`config.mk`:
```
export PLATFORM = sky130hd
export DESIGN_NAME = pipe_hazard_ram
export DESIGN_NICKNAME = d
export VERILOG_FILES = /design/src/rtl/phr_pkg.sv /design/src/rtl/phr_wr_track.sv /design/src/rtl/phr_store.sv /design/src/rtl/phr_rd_pipe.sv /design/src/rtl/pipe_hazard_ram.sv
export SDC_FILE = /design/constraint.sdc
export NUM_CORES = 1
export LEC_CHECK = 0
export BUFFER_PORTS_ARGS = -buffer_cell sky130_fd_sc_hd__buf_2
export CORE_MARGIN = 3
export CORE_UTILIZATION = 55
export CTS_CLUSTER_DIAMETER = 80
export DETAILED_ROUTE_END_ITERATION = 8
export HOLD_SLACK_MARGIN = 0.06
export PLACE_DENSITY_LB_ADDON = 0.2
export SYNTH_ARGS = -nofsm -noshare
export SYNTH_HDL_FRONTEND = slang
export SYNTH_HIERARCHICAL = 1
export SYNTH_SLANG_ARGS = --single-unit
```
`constraint.sdc`:
```
create_clock -name clk -period 3.2 [get_ports clk]
set_input_delay 0.16 -clock clk [delete_from_list [all_inputs] [get_ports clk]]
set_output_delay 0.16 -clock clk [all_outputs]
set_load 0.005 [all_outputs]
```
`src/rtl/phr_pkg.sv`:
```
package phr_pkg;

  // Classification of a returned read word
  typedef enum logic [1:0] {
    CLS_CLEAN = 2'd0,
    CLS_OLD   = 2'd1,
    CLS_NEW   = 2'd2,
    CLS_UNK   = 2'd3
  } rd_class_e;

  // Depth of the write history; a write lands from stage COMMIT_STG
  localparam int WR_HIST    = 3;
  localparam int COMMIT_STG = 1;

  // Priority: racing commit, then just committed, then pending write
  function automatic rd_class_e pick_class(input logic race,
                                           input logic landed,
                                           input logic pending);
    if (race)         return CLS_UNK;
    else if (landed)  return CLS_NEW;
    else if (pending) return CLS_OLD;
    else              return CLS_CLEAN;
  endfunction

  function automatic logic class_known(input rd_class_e c);
    return (c != CLS_UNK);
  endfunction

endpackage

```
`src/rtl/phr_wr_track.sv`:
```
module phr_wr_track #(
  parameter int ADDR_W = 4,
  parameter int DATA_W = 16,
  parameter int NSTG   = phr_pkg::WR_HIST
) (
  input  logic                        clk,
  input  logic                        rst_n,
  input  logic                        wr_req,
  input  logic [ADDR_W-1:0]           wr_addr,
  input  logic [DATA_W-1:0]           wr_data,
  output logic [NSTG-1:0]             trk_vld,
  output logic [NSTG-1:0][ADDR_W-1:0] trk_addr,
  output logic                        commit_en,
  output logic [ADDR_W-1:0]           commit_addr,
  output logic [DATA_W-1:0]           commit_data
);
  localparam int CST  = phr_pkg::COMMIT_STG;
  localparam int DSTG = CST + 1;

  logic [DSTG-1:0][DATA_W-1:0] trk_data;

  // Head of the history
  always_ff @(posedge clk or negedge rst_n) begin
    if (!rst_n) begin
      trk_vld[0]  <= 1'b0;
      trk_addr[0] <= '0;
      trk_data[0] <= '0;
    end else begin
      trk_vld[0]  <= wr_req;
      trk_addr[0] <= wr_addr;
      trk_data[0] <= wr_data;
    end
  end

  // Address/valid history for all stages
  for (genvar i = 1; i < NSTG; i++) begin : g_hist
    always_ff @(posedge clk or negedge rst_n) begin
      if (!rst_n) begin
        trk_vld[i]  <= 1'b0;
        trk_addr[i] <= '0;
      end else begin
        trk_vld[i]  <= trk_vld[i-1];
        trk_addr[i] <= trk_addr[i-1];
      end
    end
  end

  // Data is only carried up to the commit stage
  for (genvar j = 1; j < DSTG; j++) begin : g_data
    always_ff @(posedge clk or negedge rst_n) begin
      if (!rst_n) trk_data[j] <= '0;
      else        trk_data[j] <= trk_data[j-1];
    end
  end

  assign commit_en   = trk_vld[CST];
  assign commit_addr = trk_addr[CST];
  assign commit_data = trk_data[CST];

endmodule

```
`src/rtl/phr_store.sv`:
```
module phr_store #(
  parameter int ADDR_W = 4,
  parameter int DATA_W = 16
) (
  input  logic              clk,
  input  logic              we,
  input  logic [ADDR_W-1:0] waddr,
  input  logic [DATA_W-1:0] wdata,
  input  logic [ADDR_W-1:0] raddr,
  output logic [DATA_W-1:0] rdata
);
  localparam int DEPTH = 1 << ADDR_W;

  logic [DATA_W-1:0] cells [DEPTH];

  always_ff @(posedge clk) begin
    if (we) cells[waddr] <= wdata;
  end

  assign rdata = cells[raddr];

endmodule

```
`src/rtl/phr_rd_pipe.sv`:
```
module phr_rd_pipe #(
  parameter int ADDR_W = 4,
  parameter int DATA_W = 16,
  parameter int NSTG   = phr_pkg::WR_HIST
) (
  input  logic                        clk,
  input  logic                        rst_n,
  input  logic                        rd_req,
  input  logic [ADDR_W-1:0]           rd_addr,
  input  logic                        wr_req,
  input  logic [ADDR_W-1:0]           wr_addr,
  input  logic [NSTG-1:0]             trk_vld,
  input  logic [NSTG-1:0][ADDR_W-1:0] trk_addr,
  output logic [ADDR_W-1:0]           mem_raddr,
  input  logic [DATA_W-1:0]           mem_rdata,
  output logic                        race_hit,
  output logic                        landed_hit,
  output logic                        pending_hit,
  output logic                        rd_done,
  output logic                        rd_known,
  output logic [DATA_W-1:0]           rd_data,
  output logic [1:0]                  rd_class,
  output logic                        rd_warn
);
  import phr_pkg::*;

  // History stage index by start offset of the write relative to the read
  localparam int OFF_SAME = 0;
  localparam int OFF_RACE = phr_pkg::COMMIT_STG;
  localparam int OFF_DONE = OFF_RACE + 1;

  logic              s1_vld;
  logic [ADDR_W-1:0] s1_addr;
  logic [NSTG-1:0]   stg_hit;
  logic              next_hit;
  rd_class_e         cls;
  rd_class_e         o_cls;

  always_ff @(posedge clk or negedge rst_n) begin
    if (!rst_n) begin
      s1_vld  <= 1'b0;
      s1_addr <= '0;
    end else begin
      s1_vld <= rd_req;
      if (rd_req) s1_addr <= rd_addr;
    end
  end

  // Compare the sampling read with every tracked write
  for (genvar i = 0; i < NSTG; i++) begin : g_cmp
    assign stg_hit[i] = trk_vld[i] && (trk_addr[i] == s1_addr);
  end

  // Write starting one cycle after the read
  assign next_hit    = wr_req && (wr_addr == s1_addr);

  assign race_hit    = s1_vld && stg_hit[OFF_RACE];
  assign landed_hit  = s1_vld && stg_hit[OFF_DONE];
  assign pending_hit = s1_vld && (stg_hit[OFF_SAME] || next_hit);
  assign cls         = pick_class(race_hit, landed_hit, pending_hit);
  assign mem_raddr   = s1_addr;

  always_ff @(posedge clk or negedge rst_n) begin
    if (!rst_n) begin
      rd_done  <= 1'b0;
      rd_known <= 1'b0;
      rd_warn  <= 1'b0;
      o_cls    <= CLS_CLEAN;
      rd_data  <= '0;
    end else begin
      rd_done  <= s1_vld;
      rd_known <= s1_vld && class_known(cls);
      rd_warn  <= s1_vld && !class_known(cls);
      o_cls    <= s1_vld ? cls : CLS_CLEAN;
      if (s1_vld) rd_data <= class_known(cls) ? mem_rdata : '0;
    end
  end

  assign rd_class = o_cls;

endmodule

```
`src/rtl/pipe_hazard_ram.sv`:
```
module pipe_hazard_ram #(
  parameter int ADDR_W = 4,
  parameter int DATA_W = 16
) (
  input  logic              clk,
  input  logic              rst_n,
  input  logic              wr_req,
  input  logic [ADDR_W-1:0] wr_addr,
  input  logic [DATA_W-1:0] wr_data,
  input  logic              rd_req,
  input  logic [ADDR_W-1:0] rd_addr,
  output logic              rd_done,
  output logic              rd_known,
  output logic [DATA_W-1:0] rd_data,
  output logic [1:0]        rd_class,
  output logic              rd_warn
);
  localparam int NSTG = phr_pkg::WR_HIST;

  logic [NSTG-1:0]             trk_vld;
  logic [NSTG-1:0][ADDR_W-1:0] trk_addr;
  logic                        commit_en;
  logic [ADDR_W-1:0]           commit_addr;
  logic [DATA_W-1:0]           commit_data;
  logic [ADDR_W-1:0]           mem_raddr;
  logic [DATA_W-1:0]           mem_rdata;
  logic                        race_hit;
  logic                        landed_hit;
  logic                        pending_hit;

  phr_wr_track #(.ADDR_W(ADDR_W), .DATA_W(DATA_W), .NSTG(NSTG)) u_track (
    .clk(clk), .rst_n(rst_n),
    .wr_req(wr_req), .wr_addr(wr_addr), .wr_data(wr_data),
    .trk_vld(trk_vld), .trk_addr(trk_addr),
    .commit_en(commit_en), .commit_addr(commit_addr), .commit_data(commit_data)
  );

  phr_store #(.ADDR_W(ADDR_W), .DATA_W(DATA_W)) u_store (
    .clk(clk), .we(commit_en), .waddr(commit_addr), .wdata(commit_data),
    .raddr(mem_raddr), .rdata(mem_rdata)
  );

  phr_rd_pipe #(.ADDR_W(ADDR_W), .DATA_W(DATA_W), .NSTG(NSTG)) u_rd (
    .clk(clk), .rst_n(rst_n),
    .rd_req(rd_req), .rd_addr(rd_addr),
    .wr_req(wr_req), .wr_addr(wr_addr),
    .trk_vld(trk_vld), .trk_addr(trk_addr),
    .mem_raddr(mem_raddr), .mem_rdata(mem_rdata),
    .race_hit(race_hit), .landed_hit(landed_hit), .pending_hit(pending_hit),
    .rd_done(rd_done), .rd_known(rd_known), .rd_data(rd_data),
    .rd_class(rd_class), .rd_warn(rd_warn)
  );

endmodule

```
==> impl_summary.md, run 1 <==
Status
The flow ran to the end, and the final reports show no timing, DRC or antenna violations.

Timing
The number of max-slew violations in the final report was 0. In the finished design, the share of the clock period the worst path needs comes to 68.0%. Clock skew on the completed layout was measured at 0.0170 ns.

Adding up every negative setup slack in the final design gives 0 ns. Setup repair after global routing left no endpoint under its margin. The transition time at the pin with the least slew margin is 0.774 ns. The smallest clock period supported by the final layout is computed as 2.18 ns. The count of final setup violators is 0. Headroom to the max-slew limit came out at 48.4%. Static timing analysis puts the maximum clock frequency at 0.459 GHz. The number of endpoints with negative hold slack in the final report is 0.

Route
The aggregate routed wire length is 25600 um. After detailed routing, the number of remaining DRC violations is 0. The first-pass iteration count of the detailed router is 5. In the final routed layout, each cell accounts on average for 26.6 um.

The detailed router finished its first iteration with 561 violations. The count of nets left with antenna violations once routing finished came out at 0. The number of vias per cell after detailed routing is 6.12. The via count is 5890.

Flow run
The number of max-capacitance violations reported is 0.

Pwr
Across the VDD grid, the largest voltage drop is 0.000443 V. The static power due to leakage is 4.97 nW. The clock network power share is 39.1%. For this design the ratio of total power to cell area is 636 mW/mm^2. In this run, flip-flops and latches consume 54.0% of the power. In this run the power spent charging and discharging nets is 1.88 mW. Cell internal power was estimated by the tool at 7.06 mW.

Combinational logic is responsible for 6.9% of the overall power. Net switching is 21.0% of the power.

Synth
The mapped netlist covers 0.0122 mm^2. The net count after synthesis is 598. A synthesized cell averages 21.4 um^2. The cell count after synthesis is 570. The Yosys step of the flow raised 6 warnings.

Floorplanning
Measured along the x axis, the die boundary spans 155 um. The core area is 0.0214 mm^2. In this run the core area contains 53 standard-cell rows. For this configuration, the core starts out at a cell density of 57.0%.

The floorplan step defined a die boundary enclosing 0.0240 mm^2. The die extent in y is 155 um. 49 I/O pins were placed.

Setup path
The critical path launch point type is a flip-flop. The required time of the critical path is 3.62 ns. The slowest stage of the critical path belongs to the cell sky130_fd_sc_hd__mux4_1. The critical path start-end classification is reg2reg.

The worst setup path is captured at a flip-flop. Traced cell by cell, the critical path runs through buf_12 > mux4_1 > a22oi_1 > nand2_1 > a22o_1. The delay of the slowest cell on the worst path is 0.60 ns.

The top fanout value on the critical path is 36. Data arrives at the worst endpoint at 2.60 ns.

Final layout
The number of inserted diodes is 0. For this run, the number of standard cells in the final layout without fillers is 963. The area added between synthesis and finish is 15.3%. At the end of the flow, the number of nets in the layout was 692. The share of cells above drive strength 1 is 28.2%. The top cell types in the final layout, fill and taps aside, are 256 x sky130_fd_sc_hd__edfxtp_1, 71 x sky130_fd_sc_hd__dfrtp_1, 54 x sky130_fd_sc_hd__mux4_2. The most common cell after layout, fill and taps aside is sky130_fd_sc_hd__edfxtp_1.

Global routing
The largest net degree at the start of global routing is 54. Summed over all layers, the global routing overflow is 0. The number of antenna violations at the first check in global routing is 0.

The number of global-route vias before repair is 6290. The total routing usage reported by global routing is 22.1%. The first global-routing pass estimated 39400 um of wire.

Place
The estimated wirelength of the detail-placed design is 15000 um. At the end of routability-driven placement, the weighted congestion stood at 0.818. The number of buffers inserted by port buffering is 48. Once placement completed, the tool counted placed cells totaling 879.

CTS
The H-tree depth is 1. TritonCTS built the clock tree. The number of instances resized during post-cts repair is 0. The root cell of the clock tree is sky130_fd_sc_hd__clkbuf_16. After clock tree synthesis, the clock-pin slew on the worst setup and hold paths is 0.06 ns. The number of buffers added by the clock tree synthesis step is 31. For the worst-skew pair, the clock arrives at the later sink with an insertion delay of 0.54 ns. Counting along the longest clock path gives a buffer depth of 3. The number of sinks handled by clock tree synthesis is 329.

Worst hold path
The worst hold path belongs to the class in2async.
## stage by stage
step	util [%]	setup WS, ns	instance area (um^2)	power, mW	hold WS (ns)
detailed placement	59.9	1.02	12800	5.52	0.269
CTS	65.7	1.00	14100	9.02	0.234
global route	65.7	0.887	14100	9.27	0.233
finish	65.7	1.02	14100	8.95	0.227
floorplan	-	0.740	12200	5.27	-0.136
global placement	59.9	1.05	12800	5.50	0.261
## cell type report
cell class	count	area, um^2
Clock inverter	11	100
Tap cell	275	344
Clock buffer	46	882
Timing Repair Buffer	108	836
Fill cell	1417	7350
Multi-Input combinational cell	189	2370
Inverter	5	18.8
Sequential cell	329	9520
## worst max-delay path: cells and delay by family, from the launching register on
kind / cells / cell delay, ns
compound gates: 2 / 0.43
flops: 1 / 0.56
mux: 1 / 0.60
buf+inv: 1 / 0.31
simple gates: 1 / 0.09
## power by group through the flow
| stage | sequential, mW | combinational (mW) | clock (mW) |
|---|---|---|---|
| after floorplan | 4.84 | 0.438 | 0 |
| after global placement | 4.91 | 0.584 | 0 |
| after detailed placement | 4.92 | 0.595 | 0 |
| after CTS | 4.83 | 0.623 | 3.57 |
| after global routing | 4.85 | 0.667 | 3.75 |
| final | 4.83 | 0.615 | 3.50 |
## state kept, by name, indices dropped and copies added, names as in the netlist, 2 cells and up
signal and flops:
u_rd/mem_raddr 4, u_rd/rd_class 2, u_rd/rd_data 16, u_store/cells 256
u_track/commit_addr 4, u_track/commit_data 16, u_track/trk_addr 8, u_track/trk_data 16
u_track/trk_vld 2
## timing repair
action	4_1_cts	5_1_grt
setup buffers	0	0
hold endpoints to repair	79	0
hold buffers	27	0
## layer usage
metal | vias to the layer above | track usage (%) | routed length, um
li1 | 2473 | - | -
met1 | 3111 | 31.6 | 10300
met2 | 250 | 35.7 | 12500
met3 | 56 | 3.78 | 1900
met4 | 0 | 7.06 | 826
met5 | - | 0 | 0
## worst paths after layout
check	startpoint	endpoint	slack [ns]	depth (start not counted)
max in group asynchronous	rst_n	u_rd/rd_data[7]$_DFFE_PN0P_	2.17	3
min reg2reg	u_track/trk_data[8]$_DFF_PN0_	u_track/commit_data[8]$_DFF_PN0_	0.35	0
min	rst_n	u_track/trk_addr[8]$_DFF_PN0_	0.23	2
max reg2reg	u_rd/mem_raddr[0]$_DFFE_PN0P_	u_rd/rd_data[11]$_DFFE_PN0P_	1.02	5
min in group clk	wr_data[11]	u_track/trk_data[11]$_DFF_PN0_	0.25	2
max	u_rd/mem_raddr[0]$_DFFE_PN0P_	u_rd/rd_data[11]$_DFFE_PN0P_	1.02	5
(Power assumes the default switching activity.)
==> inputs of run 2 (changes only) <==
==> constraint.sdc (replaced) <==
create_clock -name clk -period 1.8 [get_ports clk]
set_input_delay 0.09 -clock clk [delete_from_list [all_inputs] [get_ports clk]]
set_output_delay 0.09 -clock clk [all_outputs]
set_load 0.005 [all_outputs]
==> run 2 against run 1 <==
Final cell count increased by 4.6%. Critical endpoint is now u_rd/rd_data[3]$_DFFE_PN0P_. The flow now finishes with violations (negative setup slack). Clock power increased by 100%. Routed wire length increased by 3.6%. Global-route usage increased by 0.81 points. Register-to-register slack got worse by 1.1 ns. Sequential power increased by 77%.
==> impl_summary.md, run 2 (same netlist as run 1, synthesis figures left out) <==
Route
The first-pass iteration count of the detailed router is 6 (+1). The first-iteration detailed-routing DRC count is 540 (-3.7%). The via count is 5985 (+1.6%). The average wire per standard cell is 26.3 um (-0.91%). The DRC violation count after routing came to 0 (unchanged). The antenna violation net count after detailed routing came to 0 (unchanged).

The aggregate routed wire length is 26500 um (+3.6%). The number of vias per cell after detailed routing is 5.94 (-2.8%).

Place
The final weighted congestion in routability-driven placement is 0.782 (-4.4%). The placement-stage cell area is 0.0131 mm^2 (+2.1%). The estimated wirelength of the detail-placed design is 16000 um (+6.9%).

The number of buffers inserted by port buffering is 48 (unchanged). The placed instance count was 911 (+3.6%).

Floorplanning
The effective utilization at floorplan is 57.0% (unchanged). The number of ports placed on the die boundary was 49 (unchanged). The standard-cell row count is 53 (unchanged).

The core area is 0.0214 mm^2 (unchanged). The width of the die is 155 um (unchanged). The total die area was 0.0240 mm^2 (unchanged).

The die extent in y is 155 um (unchanged).

Timing
The post-route clock skew came to 0.0173 ns (+0.000254 ns). The count of final setup violators came to 14 (+14). The number of max-slew violations in the final report is 0 (unchanged). The share of the clock period used by the worst path is 105% (+37 points). The worst slack on hold paths is 0.158 ns (-0.0690 ns).

Setup repair after global routing could not meet its margin everywhere. The relative slew slack came to 37.7% (-11 points). The setup TNS after final layout is -0.619 ns (-0.619 ns). The clock period minus final worst setup slack is 1.89 ns (-0.285 ns).

The fmax is 0.528 GHz (+15%). The setup slack after layout is -0.0929 ns (-1.12 ns). The transition time at the pin with the least slew margin is 0.932 ns (+0.157 ns). The number of endpoints with negative hold slack in the final report is 0 (unchanged).

Final layout
Ranked by flip-flop count, first place goes to u_store/cells. From synthesis to final layout, the design area changed by 21.4%. In the layout the commonest cells are 256 x sky130_fd_sc_hd__edfxtp_1, 70 x sky130_fd_sc_hd__dfrtp_1, 62 x sky130_fd_sc_hd__mux4_2. The most common cell after layout, fill and taps aside is sky130_fd_sc_hd__edfxtp_1. The non-filler instance count after layout was 1007 (+4.6%). The number of inserted diodes is 0 (unchanged). The share of cells above drive strength 1 is 38.4% (+10 points). The flip-flop count of the largest register after layout is 256 (unchanged). The total non-filler cell area in the finished layout is 0.0148 mm^2 (+5.3%). The number of nets in the final layout is 736 (+6.4%).

Global routing
The final global-route overflow total is 0 (unchanged). The number of global-route vias before repair is 6350 (+0.95%). The total routing usage reported by global routing was 22.9% (+0.81 points). The number of antenna violations at the first check in global routing is 0 (unchanged). The global-route wire length before repair is 40300 um (+2.3%). The largest net degree at the start of global routing is 57 (+5.6%).

Worst hold path
The kind of path behind the tightest hold check is in2async.

CTS
The root cell of the clock tree is sky130_fd_sc_hd__clkbuf_16. The number of buffers added by the clock tree synthesis step is 34 (+9.7%). The number of sinks handled by clock tree synthesis was 329 (unchanged). The clock tree from TritonCTS is done. The H-tree depth was 2 (+1). The clock-pin slew of the registers on the worst-case setup and hold paths is 0.06 ns (about the same). The clock latency on the worst-skew pair came to 0.51 ns (-0.03 ns). The largest buffer count on any clock path is 3 (unchanged).

Status
The flow ran to the end, but the final reports show violations. The checks that failed: negative setup slack.

Pwr
The power density normalized to cell area is 1150 mW/mm^2 (+81%). The maximum vdd drop is 0.000835 V (+89%). The static power due to leakage was 5.31 nW (+6.7%).

The overall power was 17.0 mW (+90%).

Setup path
The critical path launch point type is a flip-flop. The top fanout value on the critical path was 7 (-81%). The data arrival time of the critical path is 2.27 ns (-0.33 ns). The endpoint type of the worst setup path is a flip-flop. The worst setup path is of the reg2reg kind. The required time of the critical path was 2.18 ns (-1.44 ns).

Flow run
The number of max-capacitance violations reported is 0 (unchanged).
## run 2: worst paths after layout
| path | start | end | slack, ns | cells after the start |
|---|---|---|---|---|
| min in group clk | wr_data[12] | u_track/trk_data[12]$_DFF_PN0_ | 0.22 | 2 |
| worst min register to register | u_track/trk_data[15]$_DFF_PN0_ | u_track/commit_data[15]$_DFF_PN0_ | 0.35 | 0 |
| worst max-delay path | u_rd/mem_raddr[0]$_DFFE_PN0P_ | u_rd/rd_data[3]$_DFFE_PN0P_ | -0.09 | 6 |
| worst min-delay path | rst_n | u_track/commit_data[3]$_DFF_PN0_ | 0.16 | 3 |
| max in group asynchronous | rst_n | u_track/trk_data[9]$_DFF_PN0_ | 0.35 | 3 |
| worst max register to register | u_rd/mem_raddr[0]$_DFFE_PN0P_ | u_rd/rd_data[3]$_DFFE_PN0P_ | -0.09 | 6 |
## run 2: final cells by class
class,instances,area (um^2)
Sequential cell,329,9520
Fill cell,1298,6610
Multi-Input combinational cell,189,2480
Timing Repair Buffer,149,1290
Clock buffer,48,1020
Tap cell,275,344
Clock inverter,12,138
Inverter,5,18.8
## run 2: per-layer routing
metal / up-vias / wire [um] / GRT usage [%] / part of all wire [%]
met3: 46 / 1430 / 3.59 / 5.4
met5: - / 0 / 0 / 0
met4: 0 / 565 / 6.60 / 2.1
met2: 226 / 13600 / 37.6 / 51
met1: 3165 / 10900 / 32.7 / 41
li1: 2548 / - / - / -
## run 2: stage by stage
stage,utilization [%],setup slack (ns)
2_1_floorplan,-,-0.239
3_3_place_gp,61.1,-0.204
3_5_place_dp,61.1,-0.230
4_1_cts,68.9,-0.0802
5_1_grt,69.2,-0.140
6_report,69.2,-0.0929
## run 2: timing repair
item	4_1_cts	5_1_grt
buffers inserted	6	0
gates cloned	2	0
hold buffers	28	0
gates resized for setup	30	17
pin swaps	11	3
endpoints found under the hold margin	99	0
endpoints found under the setup margin	22	95
## run 2: power breakdown
| group | internal [mW] | total, mW | switching, mW |
|---|---|---|---|
| sequential | 8.37 | 8.55 | 0.178 |
| clock | 4.37 | 7.10 | 2.73 |
| combinational | 0.708 | 1.38 | 0.674 |
| total | 13.4 | 17.0 | 3.59 |
## run 2: critical path: stages, from the launching register on
cell	delay [ns]
sky130_fd_sc_hd__dfrtp_4	0.45
sky130_fd_sc_hd__buf_8	0.15
sky130_fd_sc_hd__buf_12	0.14
sky130_fd_sc_hd__mux4_2	0.51
sky130_fd_sc_hd__a22oi_2	0.21
sky130_fd_sc_hd__nand2_1	0.11
sky130_fd_sc_hd__a22o_1	0.21
==> inputs of run 3 (changes only) <==
--- a/config.mk
+++ b/config.mk
@@ -7,7 +7,7 @@
 export LEC_CHECK = 0
 export BUFFER_PORTS_ARGS = -buffer_cell sky130_fd_sc_hd__buf_2
 export CORE_MARGIN = 3
-export CORE_UTILIZATION = 55
+export CORE_UTILIZATION = 35
 export CTS_CLUSTER_DIAMETER = 80
 export DETAILED_ROUTE_END_ITERATION = 8
 export HOLD_SLACK_MARGIN = 0.06
==> run 3 against run 2 <==
The run still ends with negative setup slack left. Flip-flop and latch count unchanged. Via count hardly changed. Core utilization is 24 points lower. Routed wire length is 9.1% higher. Hold slack lost 0.098 ns. Fmax shrank 3.6%. Clock power up 5.8%. Clock skew is 0.0033 ns lower. Register-to-register slack worse by 0.07 ns.
==> impl_summary.md, run 3 (same netlist as run 1, synthesis figures left out) <==
Status
The run finished, with violations left. The checks that failed: negative setup slack.

CTS
The root cell of the clock tree is sky130_fd_sc_hd__clkbuf_16. The clock-pin slew of the registers on the worst-case setup and hold paths is 0.06 ns (about the same). The H-tree depth is 2 (unchanged).

The clock latency on the worst-skew pair came to 0.51 ns (about the same). The number of buffers added by the clock tree synthesis step is 36 (+5.9%). TritonCTS built the clock tree.

The largest buffer count on any clock path is 3 (unchanged). The number of sinks handled by clock tree synthesis is 329 (unchanged).

Route
The first-iteration detailed-routing DRC count is 385 (-29%). The via count came to 5986 (+0.017%). The antenna violation net count after detailed routing is 0 (unchanged). The first-pass iteration count of the detailed router came to 5 (-1). The DRC violation count after routing is 0 (unchanged).

The average wire per standard cell was 24.4 um (-7.1%). The number of vias per cell after detailed routing is 5.06 (-15%). The aggregate routed wire length is 28900 um (+9.1%).

Pwr
The power density normalized to cell area came to 1140 mW/mm^2 (-0.59%). The power dissipated by switching net loads is 3.76 mW (+5.0%). The overall power is 17.6 mW (+3.2%). The static power due to leakage is 5.40 nW (+1.8%). The combinational cell fraction of total power is 8.6% (+0.5 points). The clock network power share is 42.7% (+1.0 points). The maximum vdd drop was 0.000676 V (-19%). The switching share of total power was 21.4% (+0.37 points). The fraction of power consumed by sequential logic is 48.7% (-1.5 points). The cell internal power dissipation was 13.8 mW (+2.7%).

Final layout
The number of nets in the final layout was 735 (-0.14%). The most common cell after layout, fill and taps aside is sky130_fd_sc_hd__edfxtp_1. The number of inserted diodes is 0 (unchanged). The non-filler instance count after layout is 1183 (+17%).

The share of cells above drive strength 1 was 38.5% (+0.12 points). The most flop-heavy register is u_store/cells. The total non-filler cell area in the finished layout is 0.0154 mm^2 (+3.8%). The utilization after layout is 45.3% (-24 points). Leaving out fill and tap cells, the most frequent cells in the layout are 256 x sky130_fd_sc_hd__edfxtp_1, 71 x sky130_fd_sc_hd__dfrtp_1, 63 x sky130_fd_sc_hd__mux4_2. The flip-flop count of the largest register after layout was 256 (unchanged). The area growth from synthesis to layout is 26.0%.

Setup path
The flop-to-flop setup slack is -0.16 ns (-0.07 ns). The endpoint identified for the worst register-to-register timing path is u_rd/rd_data[14]$_DFFE_PN0P_. The endpoint type of the worst setup path is a flip-flop. The worst setup path is launched from a flip-flop. The data arrival time of the critical path is 2.36 ns (+0.09 ns). The top fanout value on the critical path came to 8 (+1).

The worst-case reg-to-reg path depth is 7 (+1). The worst setup path is of the reg2reg kind. The beginning of the worst register-to-register path is u_rd/mem_raddr[0]$_DFFE_PN0P_.

The required time of the critical path was 2.20 ns (+0.02 ns).

Timing
The share of the clock period used by the worst path is 109% (+3.9 points). The post-route clock skew is 0.0140 ns (-0.00330 ns). The transition time at the pin with the least slew margin is 0.541 ns (-0.391 ns). The setup slack after layout was -0.164 ns (-0.0707 ns).

The number of max-slew violations in the final report came to 0 (unchanged). The fmax is 0.509 GHz (-3.6%). The clock period minus final worst setup slack was 1.96 ns (+0.0707 ns). The number of endpoints with negative hold slack in the final report was 0 (unchanged). The count of final setup violators is 16 (+2). The relative slew slack is 63.9% (+26 points). The setup TNS after final layout came to -1.25 ns (-0.632 ns). Setup repair after global routing could not meet its margin everywhere.

Place
The placed instance count is 1064 (+17%). The number of buffers inserted by port buffering is 48 (unchanged). The final weighted congestion in routability-driven placement is 0.760 (-2.8%).

The estimated wirelength of the detail-placed design is 15700 um (-2.2%). The placement-stage cell area came to 0.0133 mm^2 (+1.9%).

Flow run
The number of max-capacitance violations reported is 0 (unchanged).

Floorplanning
The number of ports placed on the die boundary is 49 (unchanged). The core area is 0.0340 mm^2 (+59%). The standard-cell row count is 67 (+26%).

The effective utilization at floorplan was 36.0% (-21 points). The total die area is 0.0372 mm^2 (+55%). The die extent in y is 193 um (+24%). The width of the die is 193 um (+24%).

Worst hold path
The kind of path behind the tightest hold check is in2async.

Global routing
The global-route wire length before repair is 42300 um (+5.1%). The number of global-route vias before repair is 6459 (+1.7%). The largest net degree at the start of global routing came to 50 (-12%).

The final global-route overflow total is 0 (unchanged). The number of antenna violations at the first check in global routing was 0 (unchanged). The total routing usage reported by global routing is 15.7% (-7.2 points).
## run 3: final cells by class
class	count	area (um^2)
Clock inverter	17	219
Fill cell	2860	18600
Multi-Input combinational cell	189	2490
Clock buffer	49	1000
Timing Repair Buffer	146	1570
Sequential cell	329	9520
Inverter	5	18.8
Tap cell	448	561
## run 3: metrics by stage
step | hold slack (ns) | setup WS, ns
after floorplan | -0.206 | -0.239
after global placement | 0.0719 | -0.150
after detailed placement | 0.0762 | -0.167
after CTS | 0.0693 | -0.139
after global routing | 0.0915 | -0.192
final | 0.0602 | -0.164
## run 3: power by group through the flow
stage | clock network [mW] | registers, mW | logic, mW
after floorplan | 0 | 8.60 | 0.813
after global placement | 0 | 8.72 | 1.20
after detailed placement | 0 | 8.73 | 1.21
after CTS | 7.69 | 8.58 | 1.37
after global routing | 8.02 | 8.59 | 1.61
final | 7.51 | 8.56 | 1.50
## run 3: metal layers
metal	vias up	global-route usage, %	wire (um)
li1	2563	-	-
met1	3233	21.3	12000
met2	149	26.5	15000
met3	41	2.67	1320
met4	0	4.01	582
met5	-	0	0
## run 3: worst max path at each step
| stage | start | slack, ns | to |
|---|---|---|---|
| 6_report | u_rd/mem_raddr[0]$_DFFE_PN0P_ | -0.16 | u_rd/rd_data[14]$_DFFE_PN0P_ |
| 5_1_grt | u_rd/mem_raddr[0]$_DFFE_PN0P_ | -0.19 | u_rd/rd_data[0]$_DFFE_PN0P_ |
| 4_1_cts | u_rd/mem_raddr[0]$_DFFE_PN0P_ | -0.14 | u_rd/rd_data[5]$_DFFE_PN0P_ |
| 3_5_place_dp | u_rd/mem_raddr[0]$_DFFE_PN0P_ | -0.17 | u_rd/rd_data[0]$_DFFE_PN0P_ |
| 3_3_place_gp | u_rd/mem_raddr[0]$_DFFE_PN0P_ | -0.15 | u_rd/rd_data[0]$_DFFE_PN0P_ |
| 2_1_floorplan | u_track/commit_addr[2]$_DFF_PN0_ | -0.24 | u_store/cells[1][0]$_DFFE_PP_ |
## run 3: repair_timing
item                                   in CTS  in global routing
cloned                                      3                  5
hold buffers                               27                  0
setup buffers                               9                 10
setup endpoints to repair                  16                 41
endpoints found under the hold margin     100                  0
pin swaps                                   2                 20
gates resized for setup                    14                 30
## run 3: worst max-delay path, stage by stage, from the launching register on
cell and delay, ns:
sky130_fd_sc_hd__dfrtp_4 0.51, sky130_fd_sc_hd__buf_4 0.15, sky130_fd_sc_hd__buf_12 0.14, sky130_fd_sc_hd__buf_6 0.11, sky130_fd_sc_hd__mux4_2 0.42, sky130_fd_sc_hd__a22oi_2 0.20, sky130_fd_sc_hd__nand2_1 0.10, sky130_fd_sc_hd__a22o_1 0.19
